<file path="config.mk">
export PLATFORM = sky130hd
export DESIGN_NAME = ts_result_serializer
export DESIGN_NICKNAME = d
export VERILOG_FILES = /design/src/rtl/ts_ser_pkg.sv /design/src/rtl/ts_ser_len_dec.sv /design/src/rtl/ts_ser_alu.sv /design/src/rtl/ts_ser_fsm.sv /design/src/rtl/ts_result_serializer.sv
export SDC_FILE = /design/constraint.sdc
export NUM_CORES = 1
export LEC_CHECK = 0
export ABC_AREA = 1
export ABC_CLOCK_PERIOD_IN_PS = 4600
export BUFFER_PORTS_ARGS = -buffer_cell sky130_fd_sc_hd__buf_2
export CAP_MARGIN = 10
export CELL_PAD_IN_SITES_DETAIL_PLACEMENT = 1
export CELL_PAD_IN_SITES_GLOBAL_PLACEMENT = 2
export CORE_MARGIN = 3
export CORE_UTILIZATION = 29
export DETAILED_ROUTE_END_ITERATION = 10
export PLACE_DENSITY_LB_ADDON = 0.12
export SLEW_MARGIN = 20
export SYNTH_ARGS = -nofsm -noshare
export SYNTH_HDL_FRONTEND = slang
export SYNTH_SLANG_ARGS = --single-unit
</file>
<file path="constraint.sdc">
create_clock -name clk -period 4.6 [get_ports clk]
set_input_delay 0.23 -clock clk [delete_from_list [all_inputs] [get_ports clk]]
set_output_delay 0.23 -clock clk [all_outputs]
set_load 0.05 [all_outputs]
</file>
<file path="src/rtl/ts_ser_pkg.sv">
`timescale 1ns/1ps
package ts_ser_pkg;

    localparam int LCODE_W = 3;
    localparam int NUM_CAL = 4;

    typedef enum logic [1:0] {
        ST_GAP_A = 2'd0,
        ST_GAP_B = 2'd1,
        ST_TAG   = 2'd2,
        ST_DATA  = 2'd3
    } ser_state_t;

endpackage

</file>
<file path="src/rtl/ts_ser_len_dec.sv">
`timescale 1ns/1ps
module ts_ser_len_dec
    import ts_ser_pkg::*;
#(
    parameter int TS_W     = 40,
    parameter int LEN_STEP = 8,
    parameter int CNT_W    = $clog2(TS_W)
) (
    input  logic [LCODE_W-1:0] len_code,
    output logic [CNT_W-1:0]   len_m1
);

    localparam int NCODES = TS_W / LEN_STEP;

    // Codes beyond the defined set fall back to the full width.
    always_comb begin
        if (int'(len_code) < NCODES) begin
            len_m1 = CNT_W'((int'(len_code) + 1) * LEN_STEP - 1);
        end else begin
            len_m1 = CNT_W'(TS_W - 1);
        end
    end

endmodule

</file>
<file path="src/rtl/ts_ser_alu.sv">
`timescale 1ns/1ps
module ts_ser_alu
    import ts_ser_pkg::*;
#(
    parameter int TS_W  = 40,
    parameter int CAL_W = 16
) (
    input  logic [TS_W-1:0]          evt_ts,
    input  logic [TS_W-1:0]          sync_ts,
    input  logic [NUM_CAL*CAL_W-1:0] cal_words,
    input  logic                     sync_pol,
    input  logic                     evt_pol,
    output logic [TS_W-1:0]          result
);

    logic [CAL_W-1:0] cal_arr [NUM_CAL];
    logic [1:0]       cal_sel;
    logic [TS_W-1:0]  cal_ext;

    for (genvar k = 0; k < NUM_CAL; k++) begin : g_cal
        assign cal_arr[k] = cal_words[k*CAL_W +: CAL_W];
    end

    assign cal_sel = {sync_pol, evt_pol};
    assign cal_ext = {{(TS_W-CAL_W){cal_arr[cal_sel][CAL_W-1]}}, cal_arr[cal_sel]};
    assign result  = evt_ts - sync_ts - cal_ext;

endmodule

</file>
<file path="src/rtl/ts_ser_fsm.sv">
`timescale 1ns/1ps
module ts_ser_fsm
    import ts_ser_pkg::*;
#(
    parameter int TS_W  = 40,
    parameter int CNT_W = $clog2(TS_W)
) (
    input  logic             clk,
    input  logic             rst_n,
    input  logic             tick,
    input  logic             buf_empty,
    input  logic [TS_W-1:0]  load_val,
    input  logic [CNT_W-1:0] len_m1,
    output logic             strobe,
    output logic             sdata,
    output logic             load
);

    localparam logic [CNT_W-1:0] CNT_ZERO = '0;
    localparam logic [CNT_W-1:0] CNT_ONE  = CNT_W'(1);

    ser_state_t       state, state_nxt;
    logic             valid_q;
    logic [TS_W-1:0]  shreg;
    logic [CNT_W-1:0] cnt;
    logic             in_word;

    // Next-state logic: every state lasts one bit time except ST_DATA.
    always_comb begin
        state_nxt = state;
        if (tick) begin
            unique case (state)
                ST_GAP_A: state_nxt = ST_GAP_B;
                ST_GAP_B: state_nxt = ST_TAG;
                ST_TAG:   state_nxt = ST_DATA;
                ST_DATA:  state_nxt = (cnt == CNT_ZERO) ? ST_GAP_A : ST_DATA;
            endcase
        end
    end

    always_ff @(posedge clk) begin
        if (!rst_n) begin
            state <= ST_GAP_A;
        end else begin
            state <= state_nxt;
        end
    end

    // The load pulse comes once per word cycle, on the last gap bit.
    assign load = tick && (state == ST_GAP_B) && !buf_empty;

    always_ff @(posedge clk) begin
        if (!rst_n) begin
            valid_q <= 1'b0;
            shreg   <= '0;
            cnt     <= CNT_ZERO;
        end else if (tick) begin
            if (state == ST_GAP_B) begin
                valid_q <= !buf_empty;
                shreg   <= load_val;
                cnt     <= len_m1;
            end else if ((state == ST_DATA) && (cnt != CNT_ZERO)) begin
                shreg <= shreg >> 1;
                cnt   <= cnt - CNT_ONE;
            end
        end
    end

    // Output decode
    always_comb begin
        in_word = valid_q && ((state == ST_TAG) || (state == ST_DATA));
        strobe  = !in_word;
        sdata   = valid_q && (state == ST_DATA) && shreg[0];
    end

    AST_TAG_IS_ZERO: assert property (@(posedge clk) disable iff (!rst_n)
        $fell(strobe) |-> !sdata);

    AST_GAP_QUIET: assert property (@(posedge clk) disable iff (!rst_n)
        strobe |-> !sdata);

    AST_FRAME_AFTER_LOAD: assert property (@(posedge clk) disable iff (!rst_n)
        load |=> $fell(strobe));

    AST_EMPTY_STAYS_IDLE: assert property (@(posedge clk) disable iff (!rst_n)
        (tick && (state == ST_GAP_B) && buf_empty) |=> strobe);

endmodule

</file>
<file path="src/rtl/ts_result_serializer.sv">
`timescale 1ns/1ps
module ts_result_serializer
    import ts_ser_pkg::*;
#(
    parameter int TS_W     = 40,
    parameter int CAL_W    = 16,
    parameter int LEN_STEP = 8
) (
    input  logic                     clk,
    input  logic                     rst_n,
    input  logic [TS_W-1:0]          fifo_rdata,
    input  logic                     fifo_empty,
    input  logic                     fifo_full,
    input  logic [TS_W-1:0]          sync_ts,
    input  logic [NUM_CAL*CAL_W-1:0] cal_words,
    input  logic                     sync_pol,
    input  logic                     evt_pol,
    input  logic [LCODE_W-1:0]       len_code,
    input  logic                     ddr_en,
    output logic                     bit_clk,
    output logic                     frame_strobe,
    output logic                     sdata,
    output logic                     fifo_pop
);

    localparam int CNT_W = $clog2(TS_W);

    logic             ph;
    logic             ddr_clk;
    logic             tick;
    logic [CNT_W-1:0] len_m1;
    logic [TS_W-1:0]  alu_res;

    // Two clocks per bit: the second clock of each bit is the tick.
    always_ff @(posedge clk) begin
        if (!rst_n) begin
            ph      <= 1'b0;
            ddr_clk <= 1'b0;
        end else begin
            ph <= !ph;
            if (ph) begin
                ddr_clk <= !ddr_clk;
            end
        end
    end

    assign tick    = ph;
    assign bit_clk = ddr_en ? ddr_clk : !ph;

    ts_ser_len_dec #(.TS_W(TS_W), .LEN_STEP(LEN_STEP), .CNT_W(CNT_W)) u_len (
        .len_code (len_code),
        .len_m1   (len_m1)
    );

    ts_ser_alu #(.TS_W(TS_W), .CAL_W(CAL_W)) u_alu (
        .evt_ts    (fifo_rdata),
        .sync_ts   (sync_ts),
        .cal_words (cal_words),
        .sync_pol  (sync_pol),
        .evt_pol   (evt_pol),
        .result    (alu_res)
    );

    ts_ser_fsm #(.TS_W(TS_W), .CNT_W(CNT_W)) u_fsm (
        .clk       (clk),
        .rst_n     (rst_n),
        .tick      (tick),
        .buf_empty (fifo_empty),
        .load_val  (alu_res),
        .len_m1    (len_m1),
        .strobe    (frame_strobe),
        .sdata     (sdata),
        .load      (fifo_pop)
    );

    AST_BITCLK_SDR: assert property (@(posedge clk) disable iff (!rst_n)
        (!ddr_en && !$past(ddr_en) && (sdata != $past(sdata))) |->
        (bit_clk && !$past(bit_clk)));

    AST_BITCLK_DDR: assert property (@(posedge clk) disable iff (!rst_n)
        (ddr_en && $past(ddr_en) && (sdata != $past(sdata))) |->
        (bit_clk != $past(bit_clk)));

    AST_FULL_HAS_DATA: assert property (@(posedge clk) disable iff (!rst_n)
        fifo_full |-> !fifo_empty);

endmodule

</file>
## Word level (Yosys, flattened, before mapping)

Index checks and enable logic that the tools add are counted.

| cells by class | value |
|---|---|
| muxes and demuxes | 11 |
| equal/unequal tests | 3 |
| bitwise logic cells | 1 |
| order comparisons | 2 |
| $add $sub $neg | 5 |
| reduce and logical (&&, ||, !) cells | 17 |

Operator list:

| cell | count |
|---|---|
| $mux W40 | 2 |
| $sub A40 B40 Y40 | 2 |
| $bmux W16 S2 | 1 |
| $mux W16 | 2 |
| $mux W6 | 3 |
| $pmux W2 S4 | 1 |
| $logic_and A1 B1 Y1 | 6 |
| $logic_not A6 Y1 | 1 |
| $reduce_bool A6 Y1 | 1 |
| $sub A6 B1 Y6 const B | 1 |
| $sub A6 B2 Y6 const B | 1 |
| $eq A2 B2 Y1 const B | 2 |
| $logic_not A1 Y1 | 4 |
| $reduce_and A2 Y1 | 2 |
| $add A3 B1 Y3 const B | 1 |
| $ge A3 B3 Y1 const B | 1 |
| $lt A3 B3 Y1 const B | 1 |
| $not A2 Y3 | 1 |
| $eq A2 B1 Y1 const B | 1 |
| $logic_not A2 Y1 | 1 |
| $mux W2 | 1 |
| $reduce_bool A2 Y1 | 1 |
| $logic_or A1 B1 Y1 | 1 |
| $mux W1 | 1 |

| word-level totals | value |
|---|---|
| word-level logic and storage cells | 45 |
| output and inout port bits | 4 |
| input port bits | 154 |
| flip-flop bits (word level) | 51 |

## Longest topological paths before layout

Gate-level depths: netlist (run 1).

| depth | value |
|---|---|
| word-level depth | 6 |
| mapped depth | 23 |
| depth with buffers taken out | 21 |

## By module

From an unflattened synthesis (run 1), not the netlist that was laid out.

| second synthesis, totals | value |
|---|---|
| cells, all modules | 1,193 |
| area total of the unflattened synthesis | 7,070.5 um2 |

Modules (own cells, without submodules):

| module | area each (um2) | times used | seq. area each (um2) | cells each |
|---|---|---|---|---|
| ts_ser_alu | 4,474.3 | 1 | 0.0 | 788 |
| ts_ser_fsm | 2,428.6 | 1 | 980.9 | 375 |
| ts_ser_len_dec | 96.3 | 1 | 0.0 | 20 |
| ts_result_serializer | 71.3 | 1 | 40.0 | 10 |

## Least setup slack after synthesis (run 1)

No wires, ideal clock.

| timing | value |
|---|---|
| kind | input-to-reg |
| start point | input port evt_pol |
| end point | register u_fsm.shreg[31] |
| required time | 4,466 ps |
| setup time | 134 ps |
| arrival time | 3,122 ps |
| setup slack | 1,344 ps |
| stages | 16 |
| buffers on the path | 1 |
| cells stage by stage | clkbuf_1 > inv_1 > nand2_1 > a32oi_1 > inv_1 > fa_1 > ha_1 > a21oi_1 > o21ai_0 > o21bai_1 > nor2_1 > nand2_1 > nand2_1 > nand3_1 > nand2_1 > a21oi_1 |

| on the way | value |
|---|---|
| cells in the longest elaborated chain, start to end | 6 |

RTL lines:

| what | RTL line | RTL |
|---|---|---|
| from (decl) | ts_result_serializer.sv:17 | `input logic evt_pol,` |
| $not A2 Y3 (not written as such) | ts_ser_alu.sv:25 | `assign cal_ext = {{(TS_W-CAL_W){cal_arr[cal_sel][CAL_W-1]}}, cal_arr[cal_sel]};` |
| $bmux W16 S2 | ts_ser_alu.sv:25 |  |
| $mux W16 (not written as such) (2 in series) | ts_ser_alu.sv:25 |  |
| $sub A40 B40 Y40 | ts_ser_alu.sv:26 | `assign result = evt_ts - sync_ts - cal_ext;` |
| $mux W40 | ts_ser_fsm.sv:58 | `if (state == ST_GAP_B) begin` |
| to (signal assigned) | ts_ser_fsm.sv:60 | `shreg <= load_val;` |
| to (signal assigned) | ts_ser_fsm.sv:63 | `shreg <= shreg >> 1;` |
| to (decl) | ts_ser_fsm.sv:24 | `logic [TS_W-1:0] shreg;` |

No other way between the ends. The select of a mux whose other input is x is not followed.
A chain may end at the register's enable or synchronous reset.

## Worst setup path in the final report (run 1)

| timing | value |
|---|---|
| start point | input port sync_pol |
| end point | register u_fsm.shreg[35] |

| on the way | value |
|---|---|
| cells in the longest elaborated chain, start to end | 6 |

RTL lines:

| what | RTL line | RTL |
|---|---|---|
| from (decl) | ts_result_serializer.sv:16 | `input logic sync_pol,` |
| $not A2 Y3 (not written as such) | ts_ser_alu.sv:25 |  |
| $bmux W16 S2 | ts_ser_alu.sv:25 |  |
| $mux W16 (not written as such) (2 in series) | ts_ser_alu.sv:25 |  |
| $sub A40 B40 Y40 | ts_ser_alu.sv:26 |  |
| $mux W40 | ts_ser_fsm.sv:58 |  |

No other way between the ends. The select of a mux whose other input is x is not followed.

==> results by group, run 1 <==
Outcome
  • Outcome: finished, final reports clean

Global routing
  • Global Route Usage Sum: ~18%
  • First-pass GRT wire length: between 30000 and 40000 um
  • Aggregate global routing overflow: 0
  • Vias in the first global route: between 7000 and 8000
  • Initial antenna violation count: 0
  • Largest net degree at the start of global routing: 35

CTS
  • CTS tree: built
  • Clk_lat worst skew: between 200 and 300 ps
  • # hold bufs at CTS: 0
  • Setup Buffers After CTS: 0
  • Clock Sink Count: 51
  • CTS resizes: 0
  • Clock transition at the registers of the reported paths: around 70 ps
  • # H-tree levels: 2
  • Clock Path Buffers: 2
  • CTS buffer count: 5
  • CTS Root Cell: clkbuf_16

Drt
  • Met2 WL: ~9800 um
  • Met3 WL: between 600 and 700 um
  • Post-route DRC violation count: 0
  • Routed Antenna Nets: 0
  • Via count: 7155
  • WL met1: 11300 um
  • Iter 0 DRT Violations: 263
  • Via-to-Cell Ratio: 4.64
  • DR WL/cell: ~14 um
  • Total wire length: approximately 22000 um
  • Router iterations before antenna repair: 4
  • Uppermost routed layer: met4

Floorplanning
  • # rows: 55
  • IO Count: 158
  • Initial Utilization: between 20% and 30%
  • Die ar.: 0.0252 mm^2
  • Core ar.: 0.0228 mm^2
  • Horiz. Die Dim: around 160 um
  • Die Y: 159 um

Critical path
  • Slack of the worst reg-to-reg path: between 1500 and 2000 ps
  • Crit-path cells: buf_2 -> inv_1 -> a21oi_1 -> a32oi_1 -> inv_1 -> buf_4 -> fa_1 -> ha_1 -> a21oi_1 -> o21ai_0 -> nand2_1 -> nand2_1 -> a21oi_1 -> nand2_1 -> nand2_1 -> nand3_1 -> nand2_1 -> a21oi_2
  • Slowest stage delay, CP: around 460 ps
  • Most frequent CP cell: nand2_1
  • Critical path class: in2reg
  • Crit Reg-Reg Endpoint: u_fsm.cnt[4]
  • Worst Path Arrival: 3600 ps
  • Worst EP required: 4750 ps
  • Slowest cell on crit path: fa_1
  • Crit. End Element: flop
  • Reg2reg path depth: 8
  • Crit Path Max Fanout: 13
  • WP buf/inv: 4
  • Largest delay share family, worst path: buffers and inverters
  • Startpoint type of the worst setup path: primary input
  • Reg-to-reg startpoint: u_fsm.cnt[0]

Placed design
  • Post-DP HPWL: between 15000 and 20000 um
  • Place WS: between 700 and 800 ps
  • IO buf count: 156
  • Final Wtd Congestion: a little over 0.8

Yosys
  • Mapped Nets: around 1300
  • Library cells used by synthesis: between 40 and 50
  • Top FF cell, synth: dfxtp_1
  • Post-Synth XOR/XNOR Area: about 3.1%
  • Synth Area in Adders: about a fifth
  • Syn. warnings: 0
  • Mux share of post-synthesis cell area: 0%
  • Yosys reg bits: 51
  • Sequential area share after synthesis: between 15 and 20%
  • Fraction of the mapped netlist area in simple logic gates: between 30 and 40%
  • Post-Syn Instances: around 1100
  • Main combinational cell family by area after synthesis: simple AND/OR/NAND/NOR gates
  • Post-Syn Area per Cell: between 6 and 7 um^2
  • Synthesized area: ~0.0068 mm^2
  • Compound-Gate Fraction of Synth Area: 15.4%
  • Post-synth EDFFs: 0
  • FFs w/ async S/R, synth: 0%

Layout
  • Commonest non-fill, non-tap cell in the layout: nand2_1
  • Fill cells: about 3000
  • P&R area growth vs syn: 18.0%
  • Nets: approximately 1500
  • Antenna cells: 0
  • Most frequent cells in the layout: 355 x nand2_1, 182 x inv_1, 156 x buf_2
  • Layout cells sized above 1: between 10% and 20%

Job
  • Maxcap violations: 0

STA
  • Max frequency: about 290 MHz
  • Min Tclk post-route: around 3400 ps
  • Slew @ Worst Pin: 958 ps
  • Final Hold Vio Count: 0
  • Worst Setup Slack, final: ~1200 ps
  • Hold_ws: 206 ps
  • Setup total negative slack: 0 ps
  • Tcrit/Tclk final: approximately three quarters
  • Worst slew margin: a little over a third
  • Fin. max-slew vios: 0
  • Endpoints failing setup: 0
  • RSZ-0062 raised after global routing: no
  • Clock skew: roughly 8.4 ps

Worst hold path
  • HP Class: in2reg
  • Hold Path Sink: u_fsm.valid_q
  • Hold Crit Depth: 4
  • Hold_sp: fifo_empty

Power and ir drop
  • Switching part of the total: approximately half
  • Clock power share: around 16%
  • Peak supply drop: 138 uV
  • P_sw: about 1200 uW
  • Comb power frac: 64.1%
  • Sequential power share: approximately a fifth
  • Int Pwr: about 1200 uW
  • Total power divided by cell area: slightly above 300 mW/mm^2
  • Power consumption: about 2400 uW
  • Pleak: between 0.004 and 0.005 uW
[through the flow]
stage	utilization, %	cell area [um^2]	cells
finish	35.0	7970	1543
CTS	35.0	7970	1543
floorplan	-	6750	1091
global placement	34.3	7820	1535
global route	35.0	7970	1543
detailed placement	34.3	7820	1535
[metal layers]
metal  global-route usage (%)  vias up
met5                        0        -
met4                     2.29        0
met3                    0.951       12
met2                     28.9       98
met1                     26.5     3318
li1                         -     3727
[registers in the layout, summed over array words and instances (netlist names)]
name	cells
u_fsm.shreg	40
u_fsm.cnt	6
u_fsm.state	2
ddr_clk	1
ph	1
u_fsm.valid_q	1
[layout make-up]
type | instances | area (um^2) | area share [%]
multi-input combinational | 821 | 4870 | 61.1
timing repair buffer | 162 | 826 | 10.4
clock inverter | 3 | 22.5 | 0.283
tap | 313 | 392 | 4.92
sequential | 51 | 1020 | 12.8
inverter | 188 | 709 | 8.91
clock buffer | 5 | 125 | 1.57
[tightest hold or removal path, stage by stage]
cell     delay (ps)
buf_2            80
nor2_1           40
inv_1            50
a21oi_1          50
[synthesized netlist by cell type (4+ instances only)]
master | instances | area, um^2
xor2_1 | 14 | 123
nor2_2 | 6 | 37.5
xnor2_1 | 10 | 87.6
dfxtp_1 | 51 | 1020
o221a_2 | 4 | 45.0
a21oi_1 | 78 | 390
ha_1 | 44 | 551
fa_1 | 39 | 781
nand3_2 | 7 | 70.1
nand2_2 | 10 | 62.6
o21ai_1 | 10 | 50.1
nor2_1 | 83 | 312
inv_1 | 183 | 687
buf_2 | 5 | 25.0
a32o_1 | 14 | 140
o221ai_1 | 6 | 52.6
o21ai_0 | 30 | 150
clkbuf_1 | 20 | 75.1
a21oi_2 | 4 | 35.0
nand3_1 | 67 | 335
nor3_1 | 7 | 35.0
nand2_1 | 355 | 1330
a31oi_1 | 6 | 37.5
buf_6 | 4 | 45.0
[worst max-delay path by stage]
stage                      end  depth (start not counted)  startpoint  slack, ps
2_1_floorplan  u_fsm.shreg[31]                         16     evt_pol       1340
3_3_place_gp   u_fsm.shreg[35]                         18    sync_pol        840
3_5_place_dp   u_fsm.shreg[35]                         18    sync_pol        760
4_1_cts        u_fsm.shreg[35]                         18    sync_pol       1070
5_1_grt        u_fsm.shreg[39]                         16    sync_pol        750
6_report       u_fsm.shreg[35]                         18    sync_pol       1150
[kinds of logic (layout without fill, tap and decap cells)]
kind of cell / count (synthesis) / count (layout)
flip-flops: 51 / 51
adder cells (fa/ha/maj): 83 / 83
AO/OA/AOI/OAI: 168 / 168
XOR/XNOR: 24 / 24
buffers and inverters: 219 / 358
AND/OR/NAND/NOR: 546 / 546
[power by group through the flow]
stage	registers, uW	logic, uW	clock network [uW]
floorplan	502	1110	0
global placement	506	1580	0
detailed placement	507	1590	0
CTS	497	1600	398
global route	501	1810	412
finish	497	1570	381
Power figures use the tool's default switching activity.
==> run 2, diff against run 1 <==
--- a/config.mk
+++ b/config.mk
@@ -5,14 +5,14 @@
 export SDC_FILE = /design/constraint.sdc
 export NUM_CORES = 1
 export LEC_CHECK = 0
-export ABC_AREA = 1
-export ABC_CLOCK_PERIOD_IN_PS = 4600
+export ABC_AREA = 0
+export ABC_CLOCK_PERIOD_IN_PS = 2900
 export BUFFER_PORTS_ARGS = -buffer_cell sky130_fd_sc_hd__buf_2
 export CAP_MARGIN = 10
 export CELL_PAD_IN_SITES_DETAIL_PLACEMENT = 1
 export CELL_PAD_IN_SITES_GLOBAL_PLACEMENT = 2
 export CORE_MARGIN = 3
-export CORE_UTILIZATION = 29
+export CORE_UTILIZATION = 28
 export DETAILED_ROUTE_END_ITERATION = 10
 export PLACE_DENSITY_LB_ADDON = 0.12
 export SLEW_MARGIN = 20
==> constraint.sdc (replaced) <==
create_clock -name clk -period 2.9 [get_ports clk]
set_input_delay 0.145 -clock clk [delete_from_list [all_inputs] [get_ports clk]]
set_output_delay 0.145 -clock clk [all_outputs]
set_load 0.05 [all_outputs]
==> results by group, run 2 <==
STA
  • Clock skew: 6.87 ps
  • Min Tclk post-route: around 3300 ps
  • Endpoints failing setup: 26
  • Final Hold Vio Count: 0
  • Fin. max-slew vios: 0
  • Worst slew margin: 47.8%
  • Max frequency: 299 MHz
  • Slew @ Worst Pin: ~780 ps
  • Tcrit/Tclk final: 115%
  • RSZ-0062 raised after global routing: yes
  • Worst Setup Slack, final: -448 ps

Critical path
  • WP buf/inv: 5
  • Crit. End Element: flop
  • Crit-path cells: buf_12 -> buf_12 -> buf_6 -> mux4_2 -> inv_2 -> fa_1 -> ha_4 -> a211oi_4 -> o21bai_1 -> nor4_1 -> buf_4 -> a21oi_4 -> a31o_1 -> a211o_1 -> a2111oi_4 -> nor3_1
  • Crit Path Max Fanout: 6
  • Critical path class: in2reg
  • Worst EP required: between 3000 and 4000 ps
  • Most frequent CP cell: buf_12
  • Largest delay share family, worst path: compound AO/OA/AOI/OAI gates
  • Startpoint type of the worst setup path: primary input
  • Slowest stage delay, CP: around 490 ps
  • Slowest cell on crit path: mux4_2
  • Worst Path Arrival: approximately 3500 ps

CTS
  • CTS Root Cell: clkbuf_16
  • CTS buffer count: 5
  • Clock Path Buffers: 2
  • CTS tree: built
  • Clk_lat worst skew: around 290 ps
  • Clock transition at the registers of the reported paths: 70 ps
  • # H-tree levels: 2
  • Clock Sink Count: 51

Drt
  • Router iterations before antenna repair: 4
  • Iter 0 DRT Violations: around 270
  • Routed Antenna Nets: 0
  • DR WL/cell: roughly 17 um
  • Post-route DRC violation count: 0
  • Via count: ~6600
  • Via-to-Cell Ratio: ~5
  • Total wire length: 21700 um

Placed design
  • Post-DP HPWL: between 15000 and 20000 um
  • IO buf count: roughly 160
  • Dpl cells: between 1000 and 1500
  • Final Wtd Congestion: about 0.83

Layout
  • Largest regs: u_fsm.shreg x40, u_fsm.cnt x6, u_fsm.state x2
  • Nets: around 1200
  • Commonest non-fill, non-tap cell in the layout: buf_2
  • Fin cells: about 1300
  • Most frequent cells in the layout: 155 x buf_2, 152 x buf_4, 58 x nand2_1, 58 x a21oi_1, 55 x inv_1
  • Reg with most FFs: u_fsm.shreg
  • Post-layout util: between 40% and 50%
  • Antenna cells: 0
  • Layout cells sized above 1: roughly half
  • Fill cells: 2431
  • Multi-input gate area: approximately 0.0053 mm^2
  • Sequential cell area: 0.00102 mm^2
  • Number of flip-flops in the largest register: 40
  • P&R area growth vs syn: 57.8%

Worst hold path
  • HP Class: in2reg

Power and ir drop
  • Pleak: between 0.004 and 0.005 uW
  • P_sw: 2130 uW
  • Int Pwr: ~3100 uW
  • Peak supply drop: ~220 uV
  • Total power divided by cell area: around 560 mW/mm^2
  • Sequential power share: ~15%
  • Switching part of the total: 40.8%
  • Clock power share: between 10% and 20%
  • Comb power frac: between 70 and 80%

Yosys
  • Synth area leaders: dfxtp_1 17%, fa_1 13%, ha_1 9.3%
  • Sequential area share after synthesis: between 10% and 20%
  • Mapped Nets: ~940
  • Top FF cell, synth: dfxtp_1
  • Post-Syn Instances: roughly 700
  • Library cells used by synthesis: 70
  • Commonest cells in the netlist: 78 x a21oi_1, 66 x inv_1, 64 x nand2_1, 51 x dfxtp_1, 45 x nor2_1
  • FFs w/ async S/R, synth: 0%
  • Post-Syn Area per Cell: between 8 and 9 um^2
  • Top cell type's share of synthesized area: ~17%
  • Top-count cell post-synth: a21oi_1
  • Cell taking the most area after synthesis: dfxtp_1
  • Post-synth EDFFs: 0
  • Yosys reg bits: 51
  • Synthesized area: around 0.0059 mm^2
  • Syn. warnings: 0

Floorplanning
  • IO Count: about 160
  • Core ar.: about 0.020 mm^2
  • Horiz. Die Dim: around 150 um
  • Die Y: roughly 150 um
  • Die ar.: 0.0229 mm^2
  • Initial Utilization: slightly below 30%
  • # rows: between 50 and 60

Global routing
  • Initial antenna violation count: 0
  • Vias in the first global route: between 7000 and 8000
  • Global Route Usage Sum: roughly a fifth
  • Aggregate global routing overflow: 0
  • Largest net degree at the start of global routing: 29
  • First-pass GRT wire length: 35000 um

Job
  • Maxcap violations: 0

Outcome
  • Outcome: finished with violations
  • Failing checks: negative setup slack
run 2: cell types whose count changed in the layout (fill, tap and decap cells not counted), moves of 13 or more:
cell | before | now
nand2_1 | 355 | 58
buf_4 | 6 | 152
inv_1 | 182 | 55
nand3_1 | 67 | 6
nor2_1 | 83 | 41
a21o_1 | 1 | 21
a21oi_1 | 78 | 58
buf_6 | 0 | 20
ha_1 | 44 | 24
ha_4 | 0 | 19
mux4_2 | 0 | 16
mux2i_1 | 0 | 14
a32o_1 | 14 | 1
o21ai_0 | 30 | 17
run 2: cell families after synthesis:
family / after synthesis / share of synthesized area (%)
AND/OR/NAND/NOR: 178 / 14.4
flip-flops: 51 / 17.2
AO/OA/AOI/OAI: 226 / 25.7
adder cells (fa/ha/maj): 83 / 22.5
XOR/XNOR: 32 / 4.73
buffers and inverters: 100 / 6.67
multiplexers: 32 / 8.82
run 2: what timing repair did:
| item | in CTS | in global routing |
|---|---|---|
| cloned | 1 | 0 |
| setup endpoints to repair | 32 | 35 |
| pin swaps | 75 | 50 |
| hold buffers | 0 | 0 |
| gates resized for setup | 111 | 55 |
| setup buffers | 35 | 13 |
run 2: power by group through the flow:
stage	clock network [uW]	registers, uW	logic [uW]
2_1_floorplan	0	785	1680
3_3_place_gp	0	795	2870
3_5_place_dp	0	797	2930
4_1_cts	686	781	3480
5_1_grt	717	787	4120
6_report	668	782	3770
run 2: final timing paths:
kind | cells past startpoint | from | to | slack [ps]
setup / recovery | 16 | evt_pol | u_fsm.shreg[32] | -450
hold / removal | 2 | fifo_empty | u_fsm.valid_q | 60
setup reg to reg | 8 | u_fsm.cnt[2] | u_fsm.shreg[33] | 490
hold reg to reg | 2 | u_fsm.shreg[22] | u_fsm.shreg[22] | 470
run 2: through the flow:
| step | hold slack (ps) | setup TNS (ps) | total power, uW | setup slack, ps | instance area (um^2) |
|---|---|---|---|---|---|
| 6_report | 57.3 | -8100 | 5220 | -448 | 9360 |
| 5_1_grt | 47.3 | -12750 | 5620 | -590 | 9360 |
| 4_1_cts | 54.6 | -7520 | 4940 | -441 | 9020 |
| 3_5_place_dp | 358 | -26590 | 3730 | -1080 | 8080 |
| 3_3_place_gp | 344 | -23510 | 3660 | -948 | 8080 |
| 2_1_floorplan | 241 | -14780 | 2460 | -854 | 6040 |
run 2: routing by layer:
| metal | vias up | GRT usage (%) | routed length (um) |
|---|---|---|---|
| li1 | 3182 | - | - |
| met1 | 3255 | 24.3 | 9680 |
| met4 | 0 | 2.56 | 100 |
| met2 | 112 | 34.6 | 11200 |
| met5 | - | 0 | 0 |
| met3 | 7 | 1.67 | 713 |
run 2: final cells by class:
class | instances | share of cell area (%)
clock buffers | 6 | 1.38
multi-input cells | 551 | 56.8
flip-flops and latches | 51 | 10.9
inverters | 67 | 2.73
repair buffers | 333 | 24.3
well taps | 270 | 3.61
clock inverters | 1 | 0.321
==> run 3, diff against run 2 <==
--- a/config.mk
+++ b/config.mk
@@ -12,7 +12,8 @@
 export CELL_PAD_IN_SITES_DETAIL_PLACEMENT = 1
 export CELL_PAD_IN_SITES_GLOBAL_PLACEMENT = 2
 export CORE_MARGIN = 3
-export CORE_UTILIZATION = 28
+export CORE_UTILIZATION = 29
+export CTS_BUF_LIST = sky130_fd_sc_hd__clkbuf_8
 export DETAILED_ROUTE_END_ITERATION = 10
 export PLACE_DENSITY_LB_ADDON = 0.12
 export SLEW_MARGIN = 20
==> results by group, run 3 (synthesis gave the netlist of run 2 again) <==
Global routing
  • First-pass GRT wire length: between 30000 and 40000 um
  • Aggregate global routing overflow: 0
  • Largest net degree at the start of global routing: 29
  • Vias in the first global route: between 7000 and 8000
  • Initial antenna violation count: 0
  • Global Route Usage Sum: a little under a fifth

Layout
  • Most frequent cells in the layout: 155 x buf_2, 145 x buf_4, 58 x inv_1, 58 x nand2_1, 52 x a21oi_1
  • Layout cells sized above 1: approximately 50%
  • Post-layout util: between 40% and 50%
  • Fill cells: 2323
  • Antenna cells: 0
  • Number of flip-flops in the largest register: 40
  • Nets: around 1200
  • Commonest non-fill, non-tap cell in the layout: buf_2
  • Largest regs: u_fsm.shreg x40, u_fsm.cnt x6, u_fsm.state x2
  • Design Area, Final: 0.00945 mm^2
  • P&R area growth vs syn: 59.5%
  • Reg with most FFs: u_fsm.shreg

Drt
  • Post-route DRC violation count: 0
  • Via count: approximately 6500
  • Iter 0 DRT Violations: roughly 170
  • Via-to-Cell Ratio: 5.12
  • Router iterations before antenna repair: 4
  • Total wire length: 21800 um
  • Routed Antenna Nets: 0
  • DR WL/cell: about 17 um

Outcome
  • Failing checks: negative setup slack
  • Outcome: finished with violations

Floorplanning
  • IO Count: ~160
  • Initial Utilization: approximately 30%
  • Horiz. Die Dim: 149 um
  • # rows: about 50
  • Die ar.: between 0.02 and 0.025 mm^2
  • Core ar.: slightly below 0.02 mm^2
  • Die Y: 149 um

Critical path
  • Worst EP required: roughly 3000 ps
  • Startpoint type of the worst setup path: primary input
  • Critical path class: in2reg
  • Worst Path Arrival: between 3000 and 4000 ps
  • Reg2reg path depth: 9
  • Crit. End Element: flop
  • Crit Path Max Fanout: 6

Power and ir drop
  • Sequential power share: between 10 and 15%
  • Switching part of the total: around 42%
  • Pleak: roughly 0.0042 uW
  • Peak supply drop: 183 uV
  • Power consumption: ~5300 uW
  • Clock power share: between 10% and 20%
  • Comb power frac: between 70% and 80%
  • Int Pwr: roughly 3100 uW
  • P_sw: 2230 uW
  • Total power divided by cell area: between 500 and 600 mW/mm^2

Placed design
  • Post-DP HPWL: roughly 17000 um
  • Final Wtd Congestion: ~0.82
  • Post-DP Area: ~0.008 mm^2
  • IO buf count: 156

CTS
  • CTS tree: built
  • Clock Path Buffers: 2
  • CTS buffer count: 5
  • Clock transition at the registers of the reported paths: about 110 ps
  • CTS Root Cell: clkbuf_8
  • Clock Sink Count: around 50
  • Clk_lat worst skew: roughly 330 ps
  • # H-tree levels: 2

Worst hold path
  • HP Class: in2reg
  • Hold Crit Depth: 3

STA
  • Max frequency: roughly 300 MHz
  • Endpoints failing setup: 28
  • Tcrit/Tclk final: 115%
  • Worst Setup Slack, final: -449 ps
  • Worst slew margin: approximately 43%
  • Min Tclk post-route: about 3300 ps
  • Clock skew: between 10 and 15 ps
  • Slew @ Worst Pin: around 860 ps
  • Final Hold Vio Count: 0
  • RSZ-0062 raised after global routing: yes
  • Fin. max-slew vios: 0

Job
  • Maxcap violations: 0
-- run 3: metrics by stage --
stage | hold WS [ps] | setup slack (ps) | cells | setup TNS (ps)
after floorplan | 241 | -854 | 702 | -14780
after global placement | 347 | -1030 | 1242 | -25400
after detailed placement | 352 | -1090 | 1242 | -26860
after CTS | 167 | -511 | 1262 | -9410
after global routing | 226 | -613 | 1273 | -13350
final | 181 | -449 | 1273 | -8160
-- run 3: area by class of cell --
type	count	area, um^2	area share [%]
clock buffer	6	82.6	0.874
clock inverter	2	38.8	0.410
inverter	67	255	2.70
multi-input combinational	551	5450	57.7
sequential	51	1020	10.8
tap	265	332	3.51
timing repair buffer	331	2270	24.0
-- run 3: power groups by stage --
| stage | Combinational, uW | Sequential (uW) | Clock, uW |
|---|---|---|---|
| after floorplan | 1680 | 785 | 0 |
| after global placement | 2920 | 796 | 0 |
| after detailed placement | 2990 | 799 | 0 |
| after CTS | 3400 | 783 | 580 |
| after global routing | 4280 | 789 | 608 |
| final | 3930 | 783 | 572 |
-- run 3: routing by layer --
metal | track usage (%) | part of all wire, %
met2 | 34.8 | 52
met5 | 0 | 0
met4 | 2.29 | 0.86
met3 | 1.64 | 2.7
met1 | 24.2 | 44
-- run 3: repair_timing --
item,4_1_cts,5_1_grt
hold buffers,1,0
pin swaps,65,60
endpoints found under the setup margin,32,33
setup buffers,13,16
resized for setup,98,92
endpoints found under the hold margin,1,0
-- run 3: worst paths after layout --
| kind | start | to | slack (ps) |
|---|---|---|---|
| min reg2reg | u_fsm.shreg[3] | u_fsm.shreg[2] | 460 |
| max reg2reg | u_fsm.cnt[0] | u_fsm.shreg[37] | 400 |
| min | len_code[0] | u_fsm.cnt[3] | 180 |
| max | evt_pol | u_fsm.shreg[20] | -450 |
-- run 3: critical path, cell delays in order --
cell	delay [ps]
buf_8	80
buf_12	110
mux4_2	500
inv_2	80
fa_2	470
inv_2	90
ha_4	150
nor2_4	40
fa_2	330
nand2b_4	160
a21oi_4	190
buf_6	130
o31a_1	150
o2111ai_2	140
a21o_1	240
a41oi_2	240
xnor2_2	160
a31oi_1	110
